**config.mk**
```make
export PLATFORM = sky130hd
export DESIGN_NAME = timer_bank
export DESIGN_NICKNAME = d
export VERILOG_FILES = /design/src/rtl/timer_bank_pkg.sv /design/src/rtl/timer_bank_ctrl.sv /design/src/rtl/timer_bank_dp.sv /design/src/rtl/timer_bank.sv
export SDC_FILE = /design/constraint.sdc
export NUM_CORES = 1
export LEC_CHECK = 0
export ABC_AREA = 1
export BUFFER_PORTS_ARGS = -buffer_cell sky130_fd_sc_hd__buf_2
export CORE_MARGIN = 8
export CORE_UTILIZATION = 32
export CTS_BUF_LIST = sky130_fd_sc_hd__clkbuf_8
export CTS_CLUSTER_SIZE = 20
export DETAILED_ROUTE_END_ITERATION = 10
export SLEW_MARGIN = 10
export SYNTH_ARGS = -nofsm -noshare
export SYNTH_HDL_FRONTEND = slang
export SYNTH_SLANG_ARGS = --single-unit
```
**constraint.sdc**
```tcl
create_clock -name clk -period 2.55 [get_ports clk]
set_input_delay 0.51 -clock clk [delete_from_list [all_inputs] [get_ports clk]]
set_output_delay 0.51 -clock clk [all_outputs]
set_load 0.05 [all_outputs]
```
**src/rtl/timer_bank_pkg.sv**
```systemverilog
package timer_bank_pkg;
  // Mode word bit positions
  localparam int MB_ZRET = 6;
  localparam int MB_CUE  = 7;
  localparam int MB_CMPE = 8;
  localparam int MB_OVFE = 9;
  localparam int MB_CMPF = 10;
  localparam int MB_OVFF = 11;

  typedef enum logic [1:0] {
    REG_COUNT = 2'd0,
    REG_MODE  = 2'd1,
    REG_COMP  = 2'd2,
    REG_HOLD  = 2'd3
  } regSel_e;

  typedef struct packed {
    logic wrCount;
    logic wrMode;
    logic wrComp;
    logic wrHold;
  } timerStrobe_t;
endpackage

```
**src/rtl/timer_bank_ctrl.sv**
```systemverilog
module timer_bank_ctrl
  import timer_bank_pkg::*;
#(
  parameter int NUM_TIMERS  = 4,
  parameter int TIMER_SHIFT = 11,
  parameter int REG_SHIFT   = 4,
  localparam int IDX_W      = $clog2(NUM_TIMERS),
  localparam int ADDR_W     = TIMER_SHIFT + IDX_W
) (
  input  logic                               busSel,
  input  logic                               busWrite,
  input  logic [ADDR_W-1:0]                  busAddr,
  output timerStrobe_t [NUM_TIMERS-1:0]      strobes,
  output logic                               rdEn,
  output logic [IDX_W-1:0]                   rdTimer,
  output regSel_e                            rdReg
);
  logic [IDX_W-1:0] timerIdx;
  logic             mapped;
  regSel_e          regIdx;

  assign timerIdx = busAddr[TIMER_SHIFT +: IDX_W];
  assign regIdx   = regSel_e'(busAddr[REG_SHIFT +: 2]);
  assign mapped   = (busAddr[TIMER_SHIFT-1:REG_SHIFT+2] == '0) &&
                    (busAddr[REG_SHIFT-1:0] == '0);

  always_comb begin
    for (int i = 0; i < NUM_TIMERS; i++) begin
      strobes[i] = '0;
      if (busSel && busWrite && mapped && (timerIdx == IDX_W'(i))) begin
        strobes[i].wrCount = (regIdx == REG_COUNT);
        strobes[i].wrMode  = (regIdx == REG_MODE);
        strobes[i].wrComp  = (regIdx == REG_COMP);
        strobes[i].wrHold  = (regIdx == REG_HOLD);
      end
    end
  end

  assign rdEn    = busSel && !busWrite && mapped;
  assign rdTimer = timerIdx;
  assign rdReg   = regIdx;
endmodule

```
**src/rtl/timer_bank_dp.sv**
```systemverilog
module timer_bank_dp
  import timer_bank_pkg::*;
#(
  parameter int NUM_TIMERS = 4,
  parameter int NUM_HOLD   = 2,
  parameter int CNT_W      = 16,
  parameter int DATA_W     = 32,
  localparam int IDX_W     = $clog2(NUM_TIMERS)
) (
  input  logic                                 clk,
  input  logic                                 rstN,
  input  logic                                 tick,
  input  timerStrobe_t [NUM_TIMERS-1:0]        strobes,
  input  logic [DATA_W-1:0]                    wdata,
  input  logic                                 rdEn,
  input  logic [IDX_W-1:0]                     rdTimer,
  input  regSel_e                              rdReg,
  output logic [DATA_W-1:0]                    rdata,
  output logic [NUM_TIMERS-1:0]                irq,
  output logic [NUM_TIMERS-1:0][CNT_W-1:0]     cntVec,
  output logic [NUM_TIMERS-1:0][15:0]          modeVec
);
  logic [NUM_TIMERS-1:0][CNT_W-1:0] compVec;
  logic [NUM_TIMERS-1:0][CNT_W-1:0] holdVec;

  for (genvar i = 0; i < NUM_TIMERS; i++) begin : g_timer
    logic [CNT_W-1:0] cnt, comp, incVal;
    logic [5:0]       modeR;   // mode bits 11..6
    logic             stepping, match, wrap;

    assign incVal   = cnt + 1'b1;
    assign stepping = tick && modeR[MB_CUE-6] && !strobes[i].wrCount;
    assign match    = stepping && (incVal == comp);
    assign wrap     = stepping && (cnt == '1);

    always_ff @(posedge clk) begin
      if (!rstN) begin
        cnt   <= '0;
        comp  <= '0;
        modeR <= '0;
      end else begin
        if (strobes[i].wrCount)
          cnt <= wdata[CNT_W-1:0];
        else if (stepping)
          cnt <= (match && modeR[MB_ZRET-6]) ? '0 : incVal;
        if (strobes[i].wrComp)
          comp <= wdata[CNT_W-1:0];
        if (strobes[i].wrMode)
          modeR[3:0] <= wdata[MB_OVFE:MB_ZRET];
        modeR[MB_CMPF-6] <= match ||
          (modeR[MB_CMPF-6] && !(strobes[i].wrMode && wdata[MB_CMPF]));
        modeR[MB_OVFF-6] <= wrap ||
          (modeR[MB_OVFF-6] && !(strobes[i].wrMode && wdata[MB_OVFF]));
      end
    end

    if (i < NUM_HOLD) begin : g_hold
      logic [CNT_W-1:0] hold;
      always_ff @(posedge clk) begin
        if (!rstN)
          hold <= '0;
        else if (match)
          hold <= incVal;
        else if (strobes[i].wrHold)
          hold <= wdata[CNT_W-1:0];
      end
      assign holdVec[i] = hold;
    end else begin : g_nohold
      assign holdVec[i] = '0;
    end

    assign cntVec[i]  = cnt;
    assign compVec[i] = comp;
    assign modeVec[i] = {4'b0, modeR, 6'b0};
    assign irq[i] = (modeR[MB_CMPF-6] && modeR[MB_CMPE-6]) ||
                    (modeR[MB_OVFF-6] && modeR[MB_OVFE-6]);
  end

  logic [DATA_W-1:0] rdMux;
  always_comb begin
    unique case (rdReg)
      REG_COUNT: rdMux = DATA_W'(cntVec[rdTimer]);
      REG_MODE:  rdMux = DATA_W'(modeVec[rdTimer]);
      REG_COMP:  rdMux = DATA_W'(compVec[rdTimer]);
      default:   rdMux = DATA_W'(holdVec[rdTimer]);
    endcase
  end

  always_ff @(posedge clk) begin
    if (!rstN)
      rdata <= '0;
    else
      rdata <= rdEn ? rdMux : '0;
  end
endmodule

```
**src/rtl/timer_bank.sv**
```systemverilog
module timer_bank
  import timer_bank_pkg::*;
#(
  parameter int NUM_TIMERS = 4,
  parameter int NUM_HOLD   = 2,
  parameter int CNT_W      = 16,
  parameter int DATA_W     = 32,
  localparam int IDX_W     = $clog2(NUM_TIMERS),
  localparam int ADDR_W    = 11 + IDX_W
) (
  input  logic                  clk,
  input  logic                  rstN,
  input  logic                  tick,
  input  logic                  busSel,
  input  logic                  busWrite,
  input  logic [ADDR_W-1:0]     busAddr,
  input  logic [DATA_W-1:0]     busWdata,
  output logic [DATA_W-1:0]     busRdata,
  output logic [NUM_TIMERS-1:0] irq
);
  timerStrobe_t [NUM_TIMERS-1:0]    strobes;
  logic                             rdEn;
  logic [IDX_W-1:0]                 rdTimer;
  regSel_e                          rdReg;
  logic [NUM_TIMERS-1:0][CNT_W-1:0] cntVec;
  logic [NUM_TIMERS-1:0][15:0]      modeVec;

  timer_bank_ctrl #(.NUM_TIMERS(NUM_TIMERS), .TIMER_SHIFT(11), .REG_SHIFT(4)) ctrl_i (
    .busSel(busSel), .busWrite(busWrite), .busAddr(busAddr),
    .strobes(strobes), .rdEn(rdEn), .rdTimer(rdTimer), .rdReg(rdReg)
  );

  timer_bank_dp #(.NUM_TIMERS(NUM_TIMERS), .NUM_HOLD(NUM_HOLD),
                  .CNT_W(CNT_W), .DATA_W(DATA_W)) dp_i (
    .clk(clk), .rstN(rstN), .tick(tick), .strobes(strobes), .wdata(busWdata),
    .rdEn(rdEn), .rdTimer(rdTimer), .rdReg(rdReg), .rdata(busRdata),
    .irq(irq), .cntVec(cntVec), .modeVec(modeVec)
  );
endmodule

```
==> results by group, run 1 <==
Run status
  – Status: completed

GRT
  – M3 GR Usage: 0.0459
  – Total GRT Usage: 0.224
  – Total grt overflow: 0
  – Initial antenna violation count: 2
  – First-pass GRT wire length: 80200 um
  – Largest net degree at the start of global routing: ~100
  – Met2 Use GR: 0.337
  – Vias in the first global route: 13200
  – Met1 usage in global routing: 0.300
  – GR peak layer: met2

Clock network
  – CTS tree: built
  – CTS Hold Bufs: 0
  – CTS Buf Count: 17
  – Clock buffer depth: 2
  – Clk sinks: 200
  – H-tree depth: 4
  – CTS Root Cell: clkbuf_8
  – Clk slew on worst S/H paths: between 100 and 150 ps
  – Clk_lat worst skew: just over 500 ps

Layout
  – Multi-input gate area: 7260 um2
  – Number of fillers in the final layout: about 4300
  – P&R area growth vs syn: 15.3%
  – Nets: 2193
  – Share of layout cells above drive strength 1: 0.122
  – Reg area: between 4000 and 5000 um2
  – Fin util: 0.372

Worst setup path
  – Buf+Inv Stages, Crit Path: 1
  – Setup CP Type: reg2reg
  – Worst path cell trace: ha_2, nand2_2, nor2_4, nand3_1, nand2_2, nand2_1, nand2_1, nand3_1, nor2_1, nand2_1, nor2_4, buf_4, nand3_1, nand2_1, a21oi_1
  – Family with the most delay on the worst path: simple AND/OR/NAND/NOR gates
  – Slowest-stage cell, CP: dfxtp_1
  – CP Capture Type: register
  – Max FO, Critical Path: 5
  – WP data required: around 2900 ps
  – Critical Path Start Type: register
  – Most used cell, CP: nand2_1
  – Crit path DAT: between 2000 and 3000 ps
  – Crit-path max cell delay: between 300 and 400 ps

Power
  – Worst vdd ir: 0.289 mV
  – LEAKAGE: about 0.0057 uW
  – Combinational fraction of design power: 0.071
  – Switching Share: 0.298
  – Switching pwr: about 1700 uW
  – Clock Power Share: 0.369
  – Seq pwr share: 0.561
  – Int Pwr: 3910 uW
  – PD cells: about 380 nW/um2

Floorplanning
  – Initial core utilization: 0.322
  – Die ar.: roughly 46000 um2
  – Io pins: 86
  – Area of the core: 39500 um2
  – Die Width: 215 um
  – Die Span Y: 215 um
  – Site Rows: 73

Placed design
  – Dpl ws: roughly 36 ps
  – Final GP Congestion: around 1
  – IO Port Bufs: 53
  – Hpwl dp: just under 40000 um

Timing
  – Skew final: approximately 23 ps
  – Worst-Margin Slew: about 930 ps
  – Peak Freq: around 420 MHz
  – Hold Fails Final Rpt: 0
  – Endpoints failing setup: 0
  – Tmin final: 2400 ps
  – Max-slew violations: 0
  – Slew HR: 0.382
  – Slack of the critical path: about 150 ps
  – Fin crit share: 0.941

Yosys
  – Synth Area in Adders: 0.00394
  – Synth warnings: 0
  – Top post-synthesis cells by count: 481 x nand2_1, 304 x inv_1, 200 x dfxtp_1
  – Asr flop ratio synth: 0
  – Mapped Cells: slightly above 2000
  – Most frequent cell after synthesis: nand2_1
  – Post-synthesis mux area share: 0
  – Synth area leaders: dfxtp_1 31%, nand2_1 14%, inv_1 9.0%, a21oi_1 7.8%, nand3_1 6.2%
  – Post-synth top area cell: dfxtp_1
  – Main combinational cell family by area after synthesis: simple AND/OR/NAND/NOR gates
  – Simple-Gate Fraction of Synth Area: 0.305
  – Synth Area in XOR/XNOR: 0.0180
  – Yosys top cell area share: 0.315
  – Count of different cell masters after synthesis: 48
  – Synthesized area: ~13000 um2
  – Sequential share of the synthesized area: 0.315
  – Yosys reg bits: 200
  – Top_reg_cell synth: dfxtp_1
  – Post-Syn Area per Cell: slightly above 6 um2
  – Synth Area in Compound Gates: 0.227
  – Number of synthesized flops with an enable pin: 0

Route
  – Final ANT Viol Nets: 0
  – Post-Route WL: 54300 um
  – Drt wl/cell: between 20 and 25 um
  – DRT iter0 DRCs: 1658
  – Routed vias/inst: around 5.4
  – Vias post-DR: approximately 15000
  – First-pass DRT Iterations: 6
  – Drt drc: 0

Min path
  – Worst Hold Class: in2reg

Run
  – Max-Cap Viols: 0
worst min-delay path, stage by stage:
cell and delay [ps]:
buf_2 110, nand2_1 60, nand2_1 50, nand2_1 50, a21oi_1 50
cells in the final DEF, fill, tap and decap left out, types with 18 or more instances in the layout:
cell type	Yosys	final
a21oi_1	199	199
a22oi_1	18	18
buf_2	13	53
buf_4	16	85
dfxtp_1	200	196
inv_1	304	303
nand2_1	481	476
nand3_1	158	153
nand4_1	29	29
nor2_1	164	147
nor2_2	12	21
o211ai_1	18	18
o21ai_0	139	135
o22ai_1	118	118
xor2_1	18	18
what timing repair did:
item	4_1_cts	5_1_grt
pin swaps	0	8
buffers inserted	0	8
cloned	0	1
setup endpoints to repair	1	92
resized for setup	1	46
worst paths after layout:
kind / startpoint / end / slack, ps / depth (start not counted)
worst max-delay path: dp_i.g_timer[1].cnt[0] / dp_i.g_timer[1].g_hold.hold[7] / 150 / 15
worst min register to register: dp_i.g_timer[0].g_hold.hold[3] / dp_i.g_timer[0].g_hold.hold[3] / 470 / 2
worst max register to register: dp_i.g_timer[1].cnt[0] / dp_i.g_timer[1].g_hold.hold[7] / 150 / 15
worst min-delay path: busWdata[15] / dp_i.g_timer[1].g_hold.hold[15] / 390 / 5
power groups by stage:
stage	Combinational, uW	Clock, uW	Sequential (uW)
finish	393	2050	3120
floorplan	215	0	3190
detailed placement	379	0	3190
CTS	379	2090	3120
global route	400	2190	3120
global placement	376	0	3190
cells by family after synthesis:
group | after synthesis
adder cells (fa/ha/maj) | 4
flip-flops | 200
XOR/XNOR | 23
other | 1
buffers and inverters | 418
AO/OA/AOI/OAI | 518
AND/OR/NAND/NOR | 893
through the flow:
step                      hold slack, ps  power (uW)  cells  cell area (um2)  setup TNS, ps
after global placement               455        3570   2636            14000              0
final                                387        5570   2678            14700              0
after CTS                            361        5590   2668            14400              0
after global routing                 378        5710   2677            14700          -1.03
after floorplan                      444        3410   2072            12800              0
after detailed placement             457        3570   2636            14000              0
sequential cells by signal, indices dropped and copies added (netlist names):
name / count
dp_i.g_timer.modeR: 24
dp_i.g_timer.comp: 64
dp_i.g_timer.g_hold.hold: 32
dp_i.g_timer.cnt: 64
dp_i.rdata: 16
layer usage:
metal | vias to the layer above | wire length, um
met5 | - | 21
met4 | 4 | 3060
met3 | 124 | 5090
met2 | 737 | 22800
met1 | 6750 | 23300
li1 | 6924 | -
cell type report:
class,count,share of cell area
inverters,312,0.0799
repair buffers,153,0.0815
multi-input cells,1455,0.495
diodes,1,0.000171
flip-flops and latches,200,0.273
clock inverters,15,0.00904
clock buffers,17,0.0160
well taps,525,0.0448
Power figures use the tool's default switching activity.
==> run 2, diff against run 1 <==
==> constraint.sdc (replaced) <==
create_clock -name clk -period 2.7 [get_ports clk]
set_input_delay 0.54 -clock clk [delete_from_list [all_inputs] [get_ports clk]]
set_output_delay 0.54 -clock clk [all_outputs]
set_load 0.05 [all_outputs]
==> run 2 against run 1 <==
  * Via count decreased by 1.9%
  * Register-to-register slack about the same
  * Total power is 5.2% lower
  * Critical path type unchanged
  * Critical endpoint is now dp_i.g_timer[0].g_hold.hold[11]
  * Largest cell class unchanged
  * Highest routed layer unchanged
==> results by group, run 2 (synthesized netlist as in run 1, its figures left out) <==
Timing
  – Peak Freq: around 390 MHz
  – Worst-Margin Slew: about 920 ps
  – Endpoints failing setup: 0
  – Max-slew violations: 0
  – Skew final: 23.1 ps
  – Unrepaired setup endpoints after global routing: true
  – Slew HR: 0.387
  – Fin crit share: 0.946
  – Tmin final: 2550 ps
  – Slack of the critical path: around 150 ps
  – Hold Fails Final Rpt: 0

Power
  – Int Pwr: roughly 3700 uW
  – PD cells: 370 nW/um2
  – Switching pwr: 1590 uW
  – LEAKAGE: ~0.0056 uW
  – Combinational fraction of design power: 0.071
  – Worst vdd ir: 0.282 mV
  – Seq pwr share: 0.559
  – Clock Power Share: 0.370
  – Switching Share: 0.301

GRT
  – Largest net degree at the start of global routing: roughly 100
  – First-pass GRT wire length: 80500 um
  – Initial antenna violation count: 3
  – Total grt overflow: 0
  – Total GRT Usage: 0.226
  – Vias in the first global route: 13100

Route
  – Routed vias/inst: between 5 and 6
  – DRT iter0 DRCs: slightly below 2000
  – Post-Route WL: between 50000 and 60000 um
  – Vias post-DR: 14300
  – Drt drc: 0
  – Final ANT Viol Nets: 0
  – First-pass DRT Iterations: 7
  – Drt wl/cell: 20.5 um

Layout
  – Nets: 2167
  – Share of layout cells above drive strength 1: 0.0992
  – Number of fillers in the final layout: around 4300
  – Multi-input gate area: about 7000 um2
  – Reg area: 4000 um2
  – P&R area growth vs syn: 12.3%
  – Final Instance Area: ~14000 um2
  – Most frequent cells in the layout: 481 x nand2_1, 304 x inv_1, 200 x dfxtp_1
  – Commonest non-fill, non-tap cell in the layout: nand2_1
  – Largest regs: dp_i.g_timer.cnt x64, dp_i.g_timer.comp x64, dp_i.g_timer.g_hold.hold x32

Placed design
  – Placed inst area: around 14000 um2
  – Final GP Congestion: roughly 1.0
  – IO Port Bufs: 53
  – Hpwl dp: 39600 um
  – Dpl ws: slightly below 80 ps

Clock network
  – Clock buffer depth: 2
  – CTS Buf Count: 17
  – CTS tree: built
  – Clk sinks: 200
  – CTS Root Cell: clkbuf_8
  – Clk_lat worst skew: 510 ps
  – H-tree depth: 4
  – CTS Hold Bufs: 0
  – Clk slew on worst S/H paths: around 120 ps

Run
  – Max-Cap Viols: 0

Floorplanning
  – Die Span Y: 215 um
  – Die ar.: 46400 um2
  – Io pins: 86
  – Area of the core: just under 40000 um2
  – Site Rows: between 70 and 80
  – Initial core utilization: 0.322
  – Die Width: ~220 um

Worst setup path
  – WP data required: about 3100 ps
  – CP Capture Type: register
  – Reg2reg path depth: 15
  – Crit path DAT: approximately 3000 ps
  – Setup CP Type: reg2reg
  – Max FO, Critical Path: 9
  – Critical Path Start Type: register

Min path
  – Worst Hold Depth: 5
  – Worst Hold Class: in2reg

Run status
  – Status: completed
## run 2: cell count changes in the layout (fill, tap and decap cells not counted), sizes merged
cell    before  now
buf        153  127
clkinv      12   10
inv        314  316
## run 2: timing repair
action,CTS,global route
buffers inserted,0,3
setup endpoints to repair,0,67
hold endpoints to repair,0,0
gates resized for setup,0,8
## run 2: path summary, 6_finish.rpt
path | slack, ps | startpoint | to
min reg2reg | 470 | dp_i.g_timer[0].g_hold.hold[3] | dp_i.g_timer[0].g_hold.hold[3]
min | 410 | busWdata[14] | dp_i.g_timer[0].g_hold.hold[14]
max | 150 | dp_i.g_timer[0].cnt[0] | dp_i.g_timer[0].g_hold.hold[11]
max reg2reg | 150 | dp_i.g_timer[0].cnt[0] | dp_i.g_timer[0].g_hold.hold[11]
## run 2: power groups by stage
stage / logic [uW] / registers, uW / clock network (uW)
3_3_place_gp: 361 / 3020 / 0
5_1_grt: 381 / 2950 / 2080
6_report: 375 / 2950 / 1960
4_1_cts: 361 / 2950 / 1980
3_5_place_dp: 360 / 3020 / 0
2_1_floorplan: 203 / 3020 / 0
## run 2: metal layers
metal	vias up	GRT usage	wire, um
li1	6873	-	-
met1	6579	0.307	23900
met2	694	0.335	22900
met3	112	0.0369	4440
met4	4	0.125	3040
met5	-	0	23
## run 2: area by class of cell
class | count | area share
well taps | 525 | 0.0460
repair buffers | 127 | 0.0654
inverters | 312 | 0.0821
clock buffers | 17 | 0.0164
diodes | 1 | 0.000175
multi-input cells | 1455 | 0.500
flip-flops and latches | 200 | 0.280
clock inverters | 15 | 0.00946
## run 2: critical path: stages, from the launching register on
cell and delay [ps]:
dfxtp_1 360, buf_4 160, inv_2 100, nor2_8 180
nand2_1 110, nand2_1 180, nand2_1 70, nand2_1 100
nand2_1 50, nor2_1 100, nand3_1 140, nor2_4 290
nand3_2 300, nand2_1 140, nand2_1 50, a21oi_1 130
## run 2: through the flow
| stage | utilization | power, uW | hold slack [ps] | instances | TNS (ps) |
|---|---|---|---|---|---|
| floorplan | - | 3220 | 444 | 2072 | 0 |
| global placement | 0.351 | 3380 | 452 | 2615 | 0 |
| detailed placement | 0.351 | 3380 | 456 | 2615 | 0 |
| CTS | 0.360 | 5290 | 379 | 2647 | 0 |
| global route | 0.362 | 5420 | 425 | 2652 | -29.6 |
| finish | 0.362 | 5280 | 411 | 2652 | 0 |
